File: config.mk
export PLATFORM = sky130hd
export DESIGN_NAME = rst_strap_ctrl
export DESIGN_NICKNAME = d
export VERILOG_FILES = /design/src/rtl/rstc_pkg.sv /design/src/rtl/rstc_sync.sv /design/src/rtl/rstc_stretch.sv /design/src/rtl/rstc_strap_win.sv /design/src/rtl/rst_strap_ctrl.sv
export SDC_FILE = /design/constraint.sdc
export NUM_CORES = 1
export LEC_CHECK = 0
export ABC_AREA = 1
export BUFFER_PORTS_ARGS = -buffer_cell sky130_fd_sc_hd__buf_2
export CORE_UTILIZATION = 30
export CTS_CLUSTER_DIAMETER = 80
export DETAILED_ROUTE_END_ITERATION = 7
export PLACE_DENSITY = 0.5
export SLEW_MARGIN = 20
export SYNTH_ARGS = -nofsm -noshare
export SYNTH_HDL_FRONTEND = slang
export SYNTH_SLANG_ARGS = --single-unit
File: constraint.sdc
create_clock -name clk_slow_i -period 1.3 [get_ports clk_slow_i]
set_clock_uncertainty 0.2 [all_clocks]
set_input_delay 0.13 -clock clk_slow_i [delete_from_list [all_inputs] [get_ports clk_slow_i]]
set_output_delay 0.13 -clock clk_slow_i [all_outputs]
set_load 0.01 [all_outputs]
File: src/rtl/rstc_pkg.sv
package rstc_pkg;
  typedef enum logic {
    CAUSE_PIN  = 1'b0,
    CAUSE_WDOG = 1'b1
  } cause_e;

  localparam int unsigned STRAP_BOOT = 0;
  localparam int unsigned STRAP_TRI  = 1;
  localparam int unsigned NUM_STRAPS = 2;
endpackage

File: src/rtl/rstc_sync.sv
module rstc_sync #(
  parameter int unsigned STAGES  = 2,
  parameter logic        RST_VAL = 1'b0
) (
  input  logic clk_i,
  input  logic rst_ni,
  input  logic d_i,
  output logic q_o
);
  logic [STAGES-1:0] chain_q;
  logic [STAGES-1:0] chain_d;

  always_comb begin
    chain_d = {chain_q[STAGES-2:0], d_i};
  end

  always_ff @(posedge clk_i or negedge rst_ni) begin
    if (!rst_ni) begin
      chain_q <= {STAGES{RST_VAL}};
    end else begin
      chain_q <= chain_d;
    end
  end

  assign q_o = chain_q[STAGES-1];
endmodule

File: src/rtl/rstc_stretch.sv
module rstc_stretch #(
  parameter int unsigned HOLD = 10
) (
  input  logic clk_i,
  input  logic rst_ni,
  input  logic hold_i,
  output logic rel_o
);
  localparam int unsigned CW = $clog2(HOLD + 1);

  logic [CW-1:0] cnt_q, cnt_d;
  logic          done_q, done_d;

  always_comb begin
    cnt_d  = cnt_q;
    done_d = done_q;
    if (hold_i) begin
      cnt_d  = '0;
      done_d = 1'b0;
    end else if (!done_q) begin
      if (cnt_q == CW'(HOLD - 1)) begin
        done_d = 1'b1;
      end else begin
        cnt_d = cnt_q + 1'b1;
      end
    end
  end

  always_ff @(posedge clk_i or negedge rst_ni) begin
    if (!rst_ni) begin
      cnt_q  <= '0;
      done_q <= 1'b0;
    end else begin
      cnt_q  <= cnt_d;
      done_q <= done_d;
    end
  end

  assign rel_o = done_q;


  hold_forces_reset_chk: assert property (@(posedge clk_i) disable iff (!rst_ni)
    hold_i |=> !rel_o);
endmodule

File: src/rtl/rstc_strap_win.sv
module rstc_strap_win #(
  parameter int unsigned SYNC = 2,
  parameter int unsigned WIN  = 10
) (
  input  logic clk_i,
  input  logic smp_i,
  input  logic clr_i,
  input  logic load_i,
  input  logic d_i,
  output logic q_o
);
  localparam int unsigned FW = $clog2(WIN + 1);

  logic [SYNC-1:0] sy_q, sy_d;
  logic [WIN-1:0]  hist_q, hist_d;
  logic [FW-1:0]   fill_q, fill_d;
  logic            lat_q, lat_d;
  logic            steady;

  always_comb begin
    sy_d   = {sy_q[SYNC-2:0], d_i};
    hist_d = hist_q;
    fill_d = fill_q;
    if (smp_i) begin
      hist_d = {hist_q[WIN-2:0], sy_q[SYNC-1]};
    end
    if (clr_i) begin
      fill_d = '0;
    end else if (smp_i && (fill_q != FW'(WIN))) begin
      fill_d = fill_q + 1'b1;
    end
    steady = (fill_q == FW'(WIN)) && ((hist_q == '0) || (hist_q == '1));
    lat_d  = (load_i && steady) ? hist_q[0] : lat_q;
  end

  // Sampler runs while the chip is held in reset, so it has no reset itself.
  always_ff @(posedge clk_i) begin
    sy_q   <= sy_d;
    hist_q <= hist_d;
    fill_q <= fill_d;
    lat_q  <= lat_d;
  end

  assign q_o = lat_q;
endmodule

File: src/rtl/rst_strap_ctrl.sv
module rst_strap_ctrl
  import rstc_pkg::*;
#(
  parameter int unsigned SYNC_STAGES = 2,
  parameter int unsigned HOLD_CYCLES = 10,
  parameter int unsigned WIN_CYCLES  = 10
) (
  input  logic clk_slow_i,
  input  logic ext_rst_ni,
  input  logic wdog_req_i,
  input  logic strap_boot_i,
  input  logic strap_tri_ni,
  output logic sys_rst_no,
  output logic out_tristate_o,
  output logic boot_8bit_o,
  output logic cause_wdog_o
);
  localparam int unsigned LRW = $clog2(HOLD_CYCLES + 1);

  logic                  pin_ok, pin_ok_q;
  logic                  wdog_s;
  logic                  rel_edge;
  logic                  hold;
  logic                  rel_n;
  cause_e                cause_q, cause_d;
  logic [NUM_STRAPS-1:0] strap_raw;
  logic [NUM_STRAPS-1:0] strap_q;

  rstc_sync #(.STAGES(SYNC_STAGES), .RST_VAL(1'b0)) pin_sync_i (
    .clk_i (clk_slow_i),
    .rst_ni(ext_rst_ni),
    .d_i   (1'b1),
    .q_o   (pin_ok)
  );

  rstc_sync #(.STAGES(SYNC_STAGES), .RST_VAL(1'b0)) wdog_sync_i (
    .clk_i (clk_slow_i),
    .rst_ni(ext_rst_ni),
    .d_i   (wdog_req_i),
    .q_o   (wdog_s)
  );

  always_ff @(posedge clk_slow_i or negedge ext_rst_ni) begin
    if (!ext_rst_ni) begin
      pin_ok_q <= 1'b0;
    end else begin
      pin_ok_q <= pin_ok;
    end
  end

  assign rel_edge = pin_ok & ~pin_ok_q;
  assign hold     = wdog_s | ~pin_ok;

  rstc_stretch #(.HOLD(HOLD_CYCLES)) stretch_i (
    .clk_i (clk_slow_i),
    .rst_ni(ext_rst_ni),
    .hold_i(hold),
    .rel_o (rel_n)
  );

  always_comb begin
    cause_d = cause_q;
    if (wdog_s) begin
      cause_d = CAUSE_WDOG;
    end
  end

  always_ff @(posedge clk_slow_i or negedge ext_rst_ni) begin
    if (!ext_rst_ni) begin
      cause_q <= CAUSE_PIN;
    end else begin
      cause_q <= cause_d;
    end
  end

  assign strap_raw[STRAP_BOOT] = strap_boot_i;
  assign strap_raw[STRAP_TRI]  = strap_tri_ni;

  for (genvar s = 0; s < NUM_STRAPS; s++) begin : g_strap
    rstc_strap_win #(.SYNC(SYNC_STAGES), .WIN(WIN_CYCLES)) win_i (
      .clk_i (clk_slow_i),
      .smp_i (~pin_ok),
      .clr_i (pin_ok),
      .load_i(rel_edge),
      .d_i   (strap_raw[s]),
      .q_o   (strap_q[s])
    );
  end

  assign sys_rst_no     = rel_n;
  assign boot_8bit_o    = strap_q[STRAP_BOOT];
  assign out_tristate_o = ~strap_q[STRAP_TRI];
  assign cause_wdog_o   = (cause_q == CAUSE_WDOG);

  // Checker: length of the current low phase of the system reset.
  logic [LRW-1:0] low_run_q;
  always_ff @(posedge clk_slow_i or negedge ext_rst_ni) begin
    if (!ext_rst_ni) begin
      low_run_q <= '0;
    end else if (sys_rst_no) begin
      low_run_q <= '0;
    end else if (low_run_q != LRW'(HOLD_CYCLES)) begin
      low_run_q <= low_run_q + 1'b1;
    end
  end


  min_hold_chk: assert property (@(posedge clk_slow_i) disable iff (!ext_rst_ni)
    $rose(sys_rst_no) |-> (low_run_q == LRW'(HOLD_CYCLES)));


  strap_only_on_release_chk: assert property (@(posedge clk_slow_i) disable iff (!ext_rst_ni)
    !rel_edge |=> $stable(strap_q));


  wdog_cause_chk: assert property (@(posedge clk_slow_i) disable iff (!ext_rst_ni)
    wdog_s |=> cause_wdog_o);


  wdog_resets_chk: assert property (@(posedge clk_slow_i) disable iff (!ext_rst_ni)
    wdog_s |=> !sys_rst_no);
endmodule

==> flow_summary.json <==
{
  "status": "finished, violations left",
  "violations": "negative setup slack",
  "drtIter0Drc": 29,
  "reg2regPathDepth": 6,
  "grt_pass1_vias": 1167,
  "hp-class": "primary input to asynchronous set/reset pin",
  "fin_crit_ns": 1.376,
  "synthesis.area_um2": 1729,
  "synth_edf_count": 22,
  "vias": 1168,
  "insertion_delay_ns": 0.29,
  "routed_wl_um": 3040,
  "period_share_pct": 105.9,
  "dp_hpwl_um": 2063,
  "finalPower_uw": 2723,
  "die_h_um": 77.92,
  "finalHoldViolCount": 0,
  "r2r_start": "g_strap[0].win_i.fill_q[0]$_SDFFE_PP0P_",
  "synth_nets": 157,
  "dieArea_um2": 6072,
  "yosysTopAreaCell": "edfxtp_1",
  "yosys_warnings": 0,
  "max_stage_delay_ns": 0.33,
  "htreeDepth": 2,
  "fmax_mhz": 726.5,
  "crit_path_start_kind": "flip-flop",
  "fin_nets": 208,
  "rsz0062_at_grt": "true",
  "ys_seq_elements": 45,
  "ant_nets": 0,
  "place_ws_ns": -0.1385,
  "clock-sinks": 45,
  "syn_area_per_cell_um2": 11.84,
  "finalCoreUtilization_pct": 43.18,
  "critical_path_arrival_ns": 1.18,
  "syn_to_final_growth_pct": 38.35,
  "fillers": 533,
  "boundaryPins": 9,
  "gp_congestion": 0.7399,
  "synth_cell_types": 29,
  "grt-ovfl-total": 0,
  "grt_max_degree": 14,
  "clockRootBuffer": "clkbuf_8",
  "slowest_stage": "dfxtp_2",
  "antenna_cells": 0,
  "synthTopCellsByArea": "edfxtp_1, dfrtp_1, dfxtp_1",
  "place.port_buffers": 8,
  "rows": 27,
  "cts_buffers": 5,
  "finalSetupTns_ns": -0.1990,
  "drc_errors": 0,
  "cap_violations": 0,
  "yosysTopAreaCellShare_pct": 38.21,
  "viasPerCell": 4.326,
  "async_flop_share_pct": 24.44,
  "crit_required_ns": 1.10,
  "cts_tree": "yes",
  "r2r_end": "g_strap[0].win_i.q_o$_DFFE_PP_",
  "finalSetupViolCount": 5,
  "chipWidth_um": 77.92,
  "setup_slack_ns": -0.07645,
  "regToRegSetupSlack_ns": -0.08,
  "core_um2": 5540,
  "worst-path-max-fanout": 2,
  "ys_dominant_reg_cell": "edfxtp_1",
  "clk_pin_slew_ns": 0.08,
  "syn-instance-count": 146,
  "clockBufferDepth": 2,
  "final_cell_mix": "buf_4, edfxtp_1, nand2_1, nor2_1, dfrtp_1",
  "drt_first_pass_iters": 4,
  "cp_cell_sequence": "inv_2 -> ha_4 -> nand2_4 -> nor2_4 -> nand3_1 -> a21oi_2",
  "worst_setup_path_end_kind": "flip-flop",
  "irDropWorstVdd_mv": 0.5529,
  "drv_slew": 0,
  "track_usage_pct": 10.95,
  "final_common_cell": "buf_4",
  "layoutNonFillerInstCount": 270,
  "yosysSeqAreaShare_pct": 68.02,
  "initial_core_util_pct": 31.21,
  "power_density_nw_per_um2": 1138,
  "antenna_found_initial": 0,
  "crit_type": "flip-flop to flip-flop",
  "drive_above_1_share_pct": 41.92,
  "placed_cells": 244,
  "wl_per_cell_um": 11.26,
  "grt_pass1_wl_um": 5037,
  "leakagePower_uw": 0.0009960
}
## critical path: cells and delay by family, from the launching register on
family	cells	cell delay, ns
buffers and inverters	1	0.06
DFF	1	0.33
AOI/OAI and AO/OA	1	0.12
and+or+nand+nor	3	0.26
adders and majority gates	1	0.13
## state kept, by name (all words and copies together), names as in the netlist
| name | count |
|---|---|
| g_strap.win_i.fill_q | 8 |
| g_strap.win_i.q_o | 2 |
| wdog_sync_i.chain_q | 2 |
| stretch_i.rel_o | 1 |
| g_strap.win_i.hist_q | 20 |
| pin_sync_i.chain_q | 2 |
| stretch_i.cnt_q | 4 |
| pin_ok_q | 1 |
| cause_wdog_o | 1 |
| g_strap.win_i.sy_q | 4 |
## cells in the mapped netlist, types with 2 or more instances
library cell  count
a211oi_1          2
dfrtp_1          11
edfxtp_1         22
o21ai_0           3
xor2_1            3
ha_1              6
o21ai_1           3
nand4_1           2
and2_0            2
dfxtp_1          12
or2_0             2
nand3b_1          2
nor2_1           17
nand3_1           9
a21oi_1           5
nor3_1            2
inv_2             2
inv_1            11
nand2_1          20
## report_power, final
group | internal [uW] | total (uW) | switching (uW)
Clock | 433 | 852 | 419
Combinational | 142 | 245 | 103
Sequential | 1570 | 1630 | 52.4
## how the worst max path moves through the flow
stage                                                        from                              to  slack [ns]
after floorplan           g_strap[0].win_i.fill_q[0]$_SDFFE_PP0P_  g_strap[0].win_i.q_o$_DFFE_PP_       -0.08
after global placement       g_strap[0].win_i.hist_q[0]$_DFFE_PN_  g_strap[0].win_i.q_o$_DFFE_PP_       -0.08
after detailed placement     g_strap[0].win_i.hist_q[0]$_DFFE_PN_  g_strap[0].win_i.q_o$_DFFE_PP_       -0.14
after CTS                    g_strap[0].win_i.hist_q[0]$_DFFE_PN_  g_strap[0].win_i.q_o$_DFFE_PP_       -0.09
after global routing         g_strap[0].win_i.hist_q[1]$_DFFE_PN_  g_strap[0].win_i.q_o$_DFFE_PP_       -0.17
final                     g_strap[0].win_i.fill_q[0]$_SDFFE_PP0P_  g_strap[0].win_i.q_o$_DFFE_PP_       -0.08
## cells by family (layout without fill, tap and decap cells)
kind of cell	count (synthesis)	count (layout)	synth area share, %
xor gates and xnor gates	4	4	2.026
AOI/OAI and AO/OA	13	13	4.051
DFF	45	45	68.02
buffers and inverters	15	67	3.835
and+or+nand+nor	62	62	17.51
other	1	1	0.2169
adders and majority gates	6	6	4.341
## layer usage
metal | vias up | track usage (%) | part of all wire [%]
li1 | 586 | - | -
met1 | 565 | 13.14 | 47
met2 | 13 | 17.88 | 49
met3 | 4 | 3.529 | 2.7
met4 | 0 | 5.000 | 1.3
met5 | - | 0 | 0
## layout make-up
class                           instances  area [um2]  area share [%]
Sequential cell                        45        1182           49.42
Multi-Input combinational cell         86       594.3           24.84
Timing Repair Buffer                   45       377.9           15.79
Clock buffer                            8       90.09           3.766
Tap cell                               72       90.09           3.766
Inverter                               14       57.56           2.406
## timing repair
| action | in CTS | in global routing |
|---|---|---|
| pin swaps | 8 | 9 |
| setup endpoints to repair | 8 | 10 |
| resized for setup | 11 | 16 |
| gates cloned | 0 | 1 |
| hold endpoints to repair | 14 | 0 |
| hold buffers | 4 | 0 |
| setup buffers | 7 | 6 |
## through the flow
| stage | area, um2 | hold WS, ns |
|---|---|---|
| floorplan | 1762 | -0.3656 |
| global placement | 2048 | -0.1880 |
| finish | 2392 | 0.03631 |
| CTS | 2270 | 0.03012 |
| detailed placement | 2048 | -0.1785 |
| global route | 2392 | 0.05526 |
No activity file was read; power rests on OpenSTA's default activity.
